$ cat src/rtl/lc_pkg.sv
// Shared encodings for the layout converter.
// Assumes single-bit selects on the top-level ports.
package lc_pkg;
    typedef enum logic { DIR_PACK = 1'b0, DIR_UNPACK = 1'b1 } dir_e;
    typedef enum logic { KIND_FEAT = 1'b0, KIND_WGT = 1'b1 } kind_e;
    typedef enum logic { DT_INT8 = 1'b0, DT_FP16 = 1'b1 } dtype_e;
endpackage

$ cat src/rtl/lc_addr_map.sv
// Combinational coordinate-to-offset mapping.
// Given a row index r (feature row or kernel) and a channel index ch, it gives
// the row-major offset, the blocked offset, the pad flag and the size of the
// kernel group that holds r. Assumes rows > 0 and 2**lgk <= 2**(DIM_W-1).
module lc_addr_map #(
    parameter int DIM_W  = 12,
    parameter int ADDR_W = 2 * DIM_W + 2
) (
    input  logic              kind_wgt,
    input  logic [2:0]        sh,
    input  logic [2:0]        lgk,
    input  logic [DIM_W-1:0]  rows,
    input  logic [DIM_W-1:0]  cols,
    input  logic [DIM_W-1:0]  r,
    input  logic [DIM_W:0]    ch,
    output logic [ADDR_W-1:0] rm_addr,
    output logic [ADDR_W-1:0] blk_addr,
    output logic              pad,
    output logic [DIM_W-1:0]  gs
);
    logic [DIM_W-1:0]  gbase, rem;
    logic [DIM_W:0]    kg;
    logic [ADDR_W-1:0] rx, chx, rowsx, colsx, gbx, gsx, c1nx, msk;

    // Kernel-group geometry, then both address forms.
    always_comb begin
        kg    = (DIM_W+1)'(1) << lgk;
        gbase = kind_wgt ? ((r >> lgk) << lgk) : '0;
        rem   = rows - gbase;
        if (!kind_wgt)
            gs = rows;
        else if ({1'b0, rem} > kg)
            gs = kg[DIM_W-1:0];
        else
            gs = rem;
        pad   = ch >= {1'b0, cols};
        rx    = ADDR_W'(r);
        chx   = ADDR_W'(ch);
        rowsx = ADDR_W'(rows);
        colsx = ADDR_W'(cols);
        gbx   = ADDR_W'(gbase);
        gsx   = ADDR_W'(gs);
        msk   = (ADDR_W'(1) << sh) - ADDR_W'(1);
        c1nx  = (colsx + msk) >> sh;
        rm_addr  = kind_wgt ? (chx * rowsx + rx) : (rx * colsx + chx);
        blk_addr = gbx * (c1nx << sh) + (chx >> sh) * (gsx << sh)
                 + ((rx - gbx) << sh) + (chx & msk);
    end
endmodule

$ cat src/rtl/lc_walker.sv
// Nested loop counters that visit the destination in order.
// Pack: kernel-group base, channel group, row in group, lane.
// Unpack: row-major outer/inner indices.
// Assumes rows, cols > 0 while adv is asserted, and gs from lc_addr_map.
module lc_walker #(
    parameter int DIM_W = 12
) (
    input  logic             clk,
    input  logic             rst_n,
    input  logic             load,
    input  logic             adv,
    input  logic             pack,
    input  logic             kind_wgt,
    input  logic [2:0]       sh,
    input  logic [DIM_W-1:0] rows,
    input  logic [DIM_W-1:0] cols,
    input  logic [DIM_W-1:0] gs,
    output logic [DIM_W-1:0] r_o,
    output logic [DIM_W:0]   ch_o,
    output logic             last_o
);
    logic [DIM_W-1:0] gbase_q, rin_q, c1_q, c2_q, ua_q, ub_q;
    logic [DIM_W-1:0] c2m, c1m, gsm, amax, bmax;
    logic [DIM_W:0]   c1n, gend;

    // Loop limits and current coordinates.
    always_comb begin
        c2m  = (DIM_W'(1) << sh) - DIM_W'(1);
        c1n  = ({1'b0, cols} + {1'b0, c2m}) >> sh;
        c1m  = c1n[DIM_W-1:0] - DIM_W'(1);
        gsm  = gs - DIM_W'(1);
        gend = {1'b0, gbase_q} + {1'b0, gs};
        amax = kind_wgt ? cols - DIM_W'(1) : rows - DIM_W'(1);
        bmax = kind_wgt ? rows - DIM_W'(1) : cols - DIM_W'(1);
        if (pack) begin
            r_o    = gbase_q + rin_q;
            ch_o   = ({1'b0, c1_q} << sh) | {1'b0, c2_q};
            last_o = (c2_q == c2m) && (rin_q == gsm) && (c1_q == c1m)
                   && (gend >= {1'b0, rows});
        end else begin
            r_o    = kind_wgt ? ub_q : ua_q;
            ch_o   = {1'b0, kind_wgt ? ua_q : ub_q};
            last_o = (ua_q == amax) && (ub_q == bmax);
        end
    end

    // Step the innermost counter and carry outwards on each handshake.
    always_ff @(posedge clk) begin
        if (!rst_n || load) begin
            gbase_q <= '0;
            rin_q   <= '0;
            c1_q    <= '0;
            c2_q    <= '0;
            ua_q    <= '0;
            ub_q    <= '0;
        end else if (adv) begin
            if (pack) begin
                if (c2_q != c2m) begin
                    c2_q <= c2_q + DIM_W'(1);
                end else begin
                    c2_q <= '0;
                    if (rin_q != gsm) begin
                        rin_q <= rin_q + DIM_W'(1);
                    end else begin
                        rin_q <= '0;
                        if (c1_q != c1m) begin
                            c1_q <= c1_q + DIM_W'(1);
                        end else begin
                            c1_q    <= '0;
                            gbase_q <= gbase_q + gs;
                        end
                    end
                end
            end else begin
                if (ub_q != bmax) begin
                    ub_q <= ub_q + DIM_W'(1);
                end else begin
                    ub_q <= '0;
                    ua_q <= ua_q + DIM_W'(1);
                end
            end
        end
    end
endmodule

$ cat src/rtl/lc_layout_conv.sv
// Top: job control, configuration latch, destination counter and output mux.
// Assumes the consumer honours valid/ready and that rows*C1*C2 fits ADDR_W.
// Configuration inputs are only looked at when a start is accepted.
module lc_layout_conv
    import lc_pkg::*;
#(
    parameter int DIM_W      = 12,
    parameter int ADDR_W     = 2 * DIM_W + 2,
    parameter int LOG_C2_I8  = 4,
    parameter int LOG_C2_F16 = 3,
    parameter int LOG_KG_I8  = 5,
    parameter int LOG_KG_F16 = 5
) (
    input  logic              clk,
    input  logic              rst_n,
    input  logic              start_i,
    input  logic              dir_i,
    input  logic              kind_i,
    input  logic              dtype_i,
    input  logic [DIM_W-1:0]  rows_i,
    input  logic [DIM_W-1:0]  cols_i,
    input  logic              ready_i,
    output logic              valid_o,
    output logic [ADDR_W-1:0] src_o,
    output logic [ADDR_W-1:0] dst_o,
    output logic              zero_o,
    output logic              done_o
);
    dir_e              dir_q;
    kind_e             kind_q;
    dtype_e            dt_q;
    logic [DIM_W-1:0]  rows_q, cols_q, r_w, gs_w;
    logic [DIM_W:0]    ch_w;
    logic [ADDR_W-1:0] dst_q, rm_w, blk_w;
    logic              busy, done_q, accept, empty, fire, last_w, pad_w;
    logic              pack_w, wgt_w;
    logic [2:0]        sh_w, lgk_w;

    // Handshake decode and type-dependent geometry.
    always_comb begin
        accept = start_i && !busy;
        empty  = (rows_i == '0) || (cols_i == '0);
        fire   = busy && ready_i;
        pack_w = (dir_q == DIR_PACK);
        wgt_w  = (kind_q == KIND_WGT);
        sh_w   = (dt_q == DT_FP16) ? 3'(LOG_C2_F16) : 3'(LOG_C2_I8);
        lgk_w  = (dt_q == DT_FP16) ? 3'(LOG_KG_F16) : 3'(LOG_KG_I8);
    end

    // Job state, configuration latch and destination counter.
    always_ff @(posedge clk) begin
        if (!rst_n) begin
            busy   <= 1'b0;
            done_q <= 1'b0;
            dst_q  <= '0;
            dir_q  <= DIR_PACK;
            kind_q <= KIND_FEAT;
            dt_q   <= DT_INT8;
            rows_q <= '0;
            cols_q <= '0;
        end else begin
            done_q <= 1'b0;
            if (accept) begin
                dir_q  <= dir_e'(dir_i);
                kind_q <= kind_e'(kind_i);
                dt_q   <= dtype_e'(dtype_i);
                rows_q <= rows_i;
                cols_q <= cols_i;
                dst_q  <= '0;
                busy   <= !empty;
                done_q <= empty;
            end else if (fire) begin
                dst_q <= dst_q + ADDR_W'(1);
                if (last_w) begin
                    busy   <= 1'b0;
                    done_q <= 1'b1;
                end
            end
        end
    end

    lc_walker #(.DIM_W(DIM_W)) u_walk (
        .clk      (clk),
        .rst_n    (rst_n),
        .load     (accept),
        .adv      (fire),
        .pack     (pack_w),
        .kind_wgt (wgt_w),
        .sh       (sh_w),
        .rows     (rows_q),
        .cols     (cols_q),
        .gs       (gs_w),
        .r_o      (r_w),
        .ch_o     (ch_w),
        .last_o   (last_w)
    );

    lc_addr_map #(.DIM_W(DIM_W), .ADDR_W(ADDR_W)) u_map (
        .kind_wgt (wgt_w),
        .sh       (sh_w),
        .lgk      (lgk_w),
        .rows     (rows_q),
        .cols     (cols_q),
        .r        (r_w),
        .ch       (ch_w),
        .rm_addr  (rm_w),
        .blk_addr (blk_w),
        .pad      (pad_w),
        .gs       (gs_w)
    );

    // Output selection: pack reads row-major, unpack reads blocked.
    always_comb begin
        valid_o = busy;
        dst_o   = dst_q;
        zero_o  = busy && pack_w && pad_w;
        if (pack_w)
            src_o = pad_w ? '0 : rm_w;
        else
            src_o = blk_w;
        done_o  = done_q;
    end
endmodule

$ cat config.mk
export PLATFORM = sky130hd
export DESIGN_NAME = lc_layout_conv
export DESIGN_NICKNAME = d
export VERILOG_FILES = /design/src/rtl/lc_pkg.sv /design/src/rtl/lc_addr_map.sv /design/src/rtl/lc_walker.sv /design/src/rtl/lc_layout_conv.sv
export SDC_FILE = /design/constraint.sdc
export NUM_CORES = 2
export LEC_CHECK = 0
export ABC_AREA = 1
export BUFFER_PORTS_ARGS = -buffer_cell sky130_fd_sc_hd__buf_2
export CORE_MARGIN = 2
export CORE_UTILIZATION = 35
export CTS_CLUSTER_DIAMETER = 30
export CTS_CLUSTER_SIZE = 40
export DETAILED_ROUTE_END_ITERATION = 8
export SLEW_MARGIN = 20
export SYNTH_ARGS = -nofsm -noshare
export SYNTH_HDL_FRONTEND = slang
export SYNTH_HIERARCHICAL = 1
export SYNTH_SLANG_ARGS = --single-unit
$ cat constraint.sdc
create_clock -name clk -period 15.8 [get_ports clk]
set_input_delay 1.58 -clock clk [delete_from_list [all_inputs] [get_ports clk]]
set_output_delay 1.58 -clock clk [all_outputs]
set_load 0.1 [all_outputs]
==> out/qor.yml <==
detailed_routing:
  first_iter_violations: 3452
  via_per_inst: 5.10
  postRouteWirelength_mm: 154
  drt-pass1-iter-count: 6
  drtAntennaViolNets: 0
  route.detailed.wl_per_inst_um: 19.7
  post-route-drc-count: 0
  detailroute.via_count: 39966
timing:
  finalCriticalPeriod_ns: 14.94
  rsz0062_at_grt: "no"
  clock_skew_ns: 0.0116
  timing.max_slew.rel_slack_pct: 12.0
  finalCritPeriodShare_pct: 94.6
  final.setup.tns_ns: 0
  report.final.slew_viol_count: 0
  fmax_mhz: 66.9
  finalHoldViolCount: 0
  max_slew.worst_pin.slew_ns: 1.32
  setup_viol: 0
critical_path:
  worstReg2RegEnd: "valid_o$_SDFFE_PN0P_"
  setup.worst_path.start: "u_walk/rin_q[0]$_SDFFE_PP0P_"
  setup.worst_path.start_class: "register"
  cp_common_cell: "sky130_fd_sc_hd__nand2_1"
  crit-reg2reg-launch: "u_walk/rin_q[0]$_SDFFE_PP0P_"
  critical_path.max_stage_delay_ns: 0.55
  crit_arrival_ns: 13.36
  critical_path_class: "register to output port"
  cp-end-kind: "output port"
  crit_slowest_cell: "sky130_fd_sc_hd__fa_1"
  rrSetupSlack_ns: 5.83
  timing.reg2reg.worst_path_depth: 60
  crit_path_max_fanout: 12
  cp-endpoint: "src_o[22]"
  worstPathRequired_ns: 14.22
floorplan:
  floorplan.initialDensity_pct: 35.2
  die_h_um: 356
  die_x_um: 356
  rows: 129
  ioPinCount: 86
  die_area_mm2: 0.127
  core_region_area_mm2: 0.123
clock_network:
  clock_tree.buffer_depth: 2
  clkSlewWorstSetupHoldPaths_ns: 0.07
  cts_root_buf: "sky130_fd_sc_hd__clkbuf_16"
  clock_latency_at_the_later_pin_of_the_worst_skew_pair_ns: 0.45
  h_tree_level_count: 4
  cts-buffers-inserted: 17
  cts_sinks: 127
  cts_tree: "done"
  cts_hold_repair_buffers: 0
yosys:
  most_used_standard_cell_by_instance_count_after_synthesis: "sky130_fd_sc_hd__nand2_1"
  post_synth_inst_count: 6102
  yosysWarningCount: 6
  synth.ff_latch_count: 127
  post-synth-top-area-fraction_pct: 30.8
  netlist-cell-type-count: 67
  syn_area_per_cell_um2: 7.11
  async_flop_share_pct: 0
  synth.yosys.seq_area_share_pct: 5.86
  synth-edff-count: 0
  synth_ff_type: "sky130_fd_sc_hd__dfxtp_1"
  synthDominantAreaCellType: "sky130_fd_sc_hd__fa_1"
  ys_top_cells_by_area: "sky130_fd_sc_hd__fa_1 31%, sky130_fd_sc_hd__ha_1 12%, sky130_fd_sc_hd__nand2_1 12%"
  synth_common_cells: "1360 x sky130_fd_sc_hd__nand2_1, 1268 x sky130_fd_sc_hd__inv_1, 667 x sky130_fd_sc_hd__fa_1"
  syn-cell-area_mm2: 0.0434
place:
  dpl_cell_area_mm2: 0.0460
  post-dp-hpwl_mm: 128
  gp_congestion: 1.01
  port-buffer-count: 85
  place.detailed.instances: 7796
global_routing:
  maximum_number_of_pins_on_one_net_before_global_route_repair: 67
  antenna_found_initial: 4
  globalRouteOverflowTotal: 0
  grtUsageTotal_pct: 24.3
  grt_pass1_wl_mm: 236
  grt_pass1_vias: 39602
layout:
  nets: 7308
  area_delta_synth_final_pct: 7.51
  finish.utilization_pct: 37.8
  layout-drive-gt1-share_pct: 6.37
  postLayoutCellArea_mm2: 0.0466
  stdcell_count: 7830
power_and_ir_drop:
  vdd_drop_max_v: 0.000835
  power.density_mw_per_mm2: 165
  power.leakage_nw: 25.0
run:
  max_cap_violations: 0
min_path:
  hp-class: "register to register"
run_status:
  status: "complete, no violations"
layer usage:
| metal | up-vias | GRT usage, % | routed length (um) |
|---|---|---|---|
| met5 | - | 0 | 12 |
| met4 | 2 | 8.62 | 6050 |
| met3 | 231 | 3.83 | 11800 |
| met2 | 1516 | 39.1 | 69200 |
| met1 | 19348 | 32.9 | 67400 |
| li1 | 18869 | - | - |
flip-flops by register name, summed over array words and instances (netlist names):
name	count
cols_q	12
dir_q	1
done_o	1
dst_o	26
dt_q	1
kind_q	1
rows_q	12
u_walk/c1_q	12
u_walk/c2_q	12
u_walk/gbase_q	12
u_walk/rin_q	12
u_walk/ua_q	12
u_walk/ub_q	12
valid_o	1
placed cells by master (no fill, tap or decap), drive strengths merged, types with 58 or more instances in the layout:
cell type / netlist / final
fa: 667 / 667
inv: 1287 / 1293
nand2: 1394 / 1394
nor3: 58 / 58
nand3: 408 / 408
xor2: 125 / 125
a21oi: 302 / 302
nand4: 78 / 78
ha: 432 / 432
o21ai: 296 / 296
conb: 5 / 90
buf: 63 / 164
nor2: 508 / 508
dfxtp: 127 / 127
cell type report:
class | instances | area, um2
repair buffers | 165 | 1070
well taps | 1637 | 2050
diodes | 3 | 7.51
clock inverters | 13 | 126
flip-flops and latches | 127 | 2550
clock buffers | 18 | 450
inverters | 1296 | 4870
fillers | 13143 | 76700
multi-input cells | 4571 | 35500
critical path, delay by kind of cell (launching register included):
family,cells,cell delay (ns)
compound gates,8,1.51
xor+xnor,2,0.50
fa+ha+maj,13,5.28
buf+inv,11,1.07
flops,1,0.40
simple gates,31,4.17
cells by family after synthesis:
family	after synthesis	synth area share, %
simple gates	2524	25.6
buf+inv	1489	13.2
fa+ha+maj	1099	43.3
compound gates	674	8.31
xor+xnor	172	3.47
flops	127	5.86
mux	12	0.277
other cells	5	0.0433
power breakdown:
group	internal, W	switching, W	leakage (nW)
Clock	0.000228	0.000171	0.274
Combinational	0.00212	0.00483	23.7
Sequential	0.000326	0.0000143	1.03
Total	0.00268	0.00502	25.0
stage by stage:
step | hold slack [ns] | total power [W] | worst slack [ns]
global route | 0.512 | 0.00834 | 0.0456
finish | 0.487 | 0.00770 | 0.856
global placement | 0.467 | 0.00735 | 1.48
CTS | 0.492 | 0.00776 | 0.701
floorplan | 0.461 | 0.00506 | 2.47
detailed placement | 0.475 | 0.00733 | 1.24
worst min-delay path by stage:
stage | end | slack [ns] | startpoint | cells after the start
3_3_place_gp | rows_q[5]$_SDFFE_PN0P_ | 0.47 | rows_q[5]$_SDFFE_PN0P_ | 2
4_1_cts | rows_q[5]$_SDFFE_PN0P_ | 0.49 | rows_q[5]$_SDFFE_PN0P_ | 2
3_5_place_dp | rows_q[5]$_SDFFE_PN0P_ | 0.48 | rows_q[5]$_SDFFE_PN0P_ | 2
2_1_floorplan | u_walk/ua_q[10]$_SDFFE_PP0P_ | 0.46 | u_walk/ua_q[10]$_SDFFE_PP0P_ | 2
5_1_grt | rows_q[11]$_SDFFE_PN0P_ | 0.51 | rows_q[11]$_SDFFE_PN0P_ | 2
6_report | rows_q[2]$_SDFFE_PN0P_ | 0.49 | rows_q[2]$_SDFFE_PN0P_ | 2
timing repair:
item                       4_1_cts  5_1_grt
setup endpoints to repair        0        4
gates resized for setup          0        4
buffers inserted                 0        0
No activity file was read; power rests on OpenSTA's default activity.
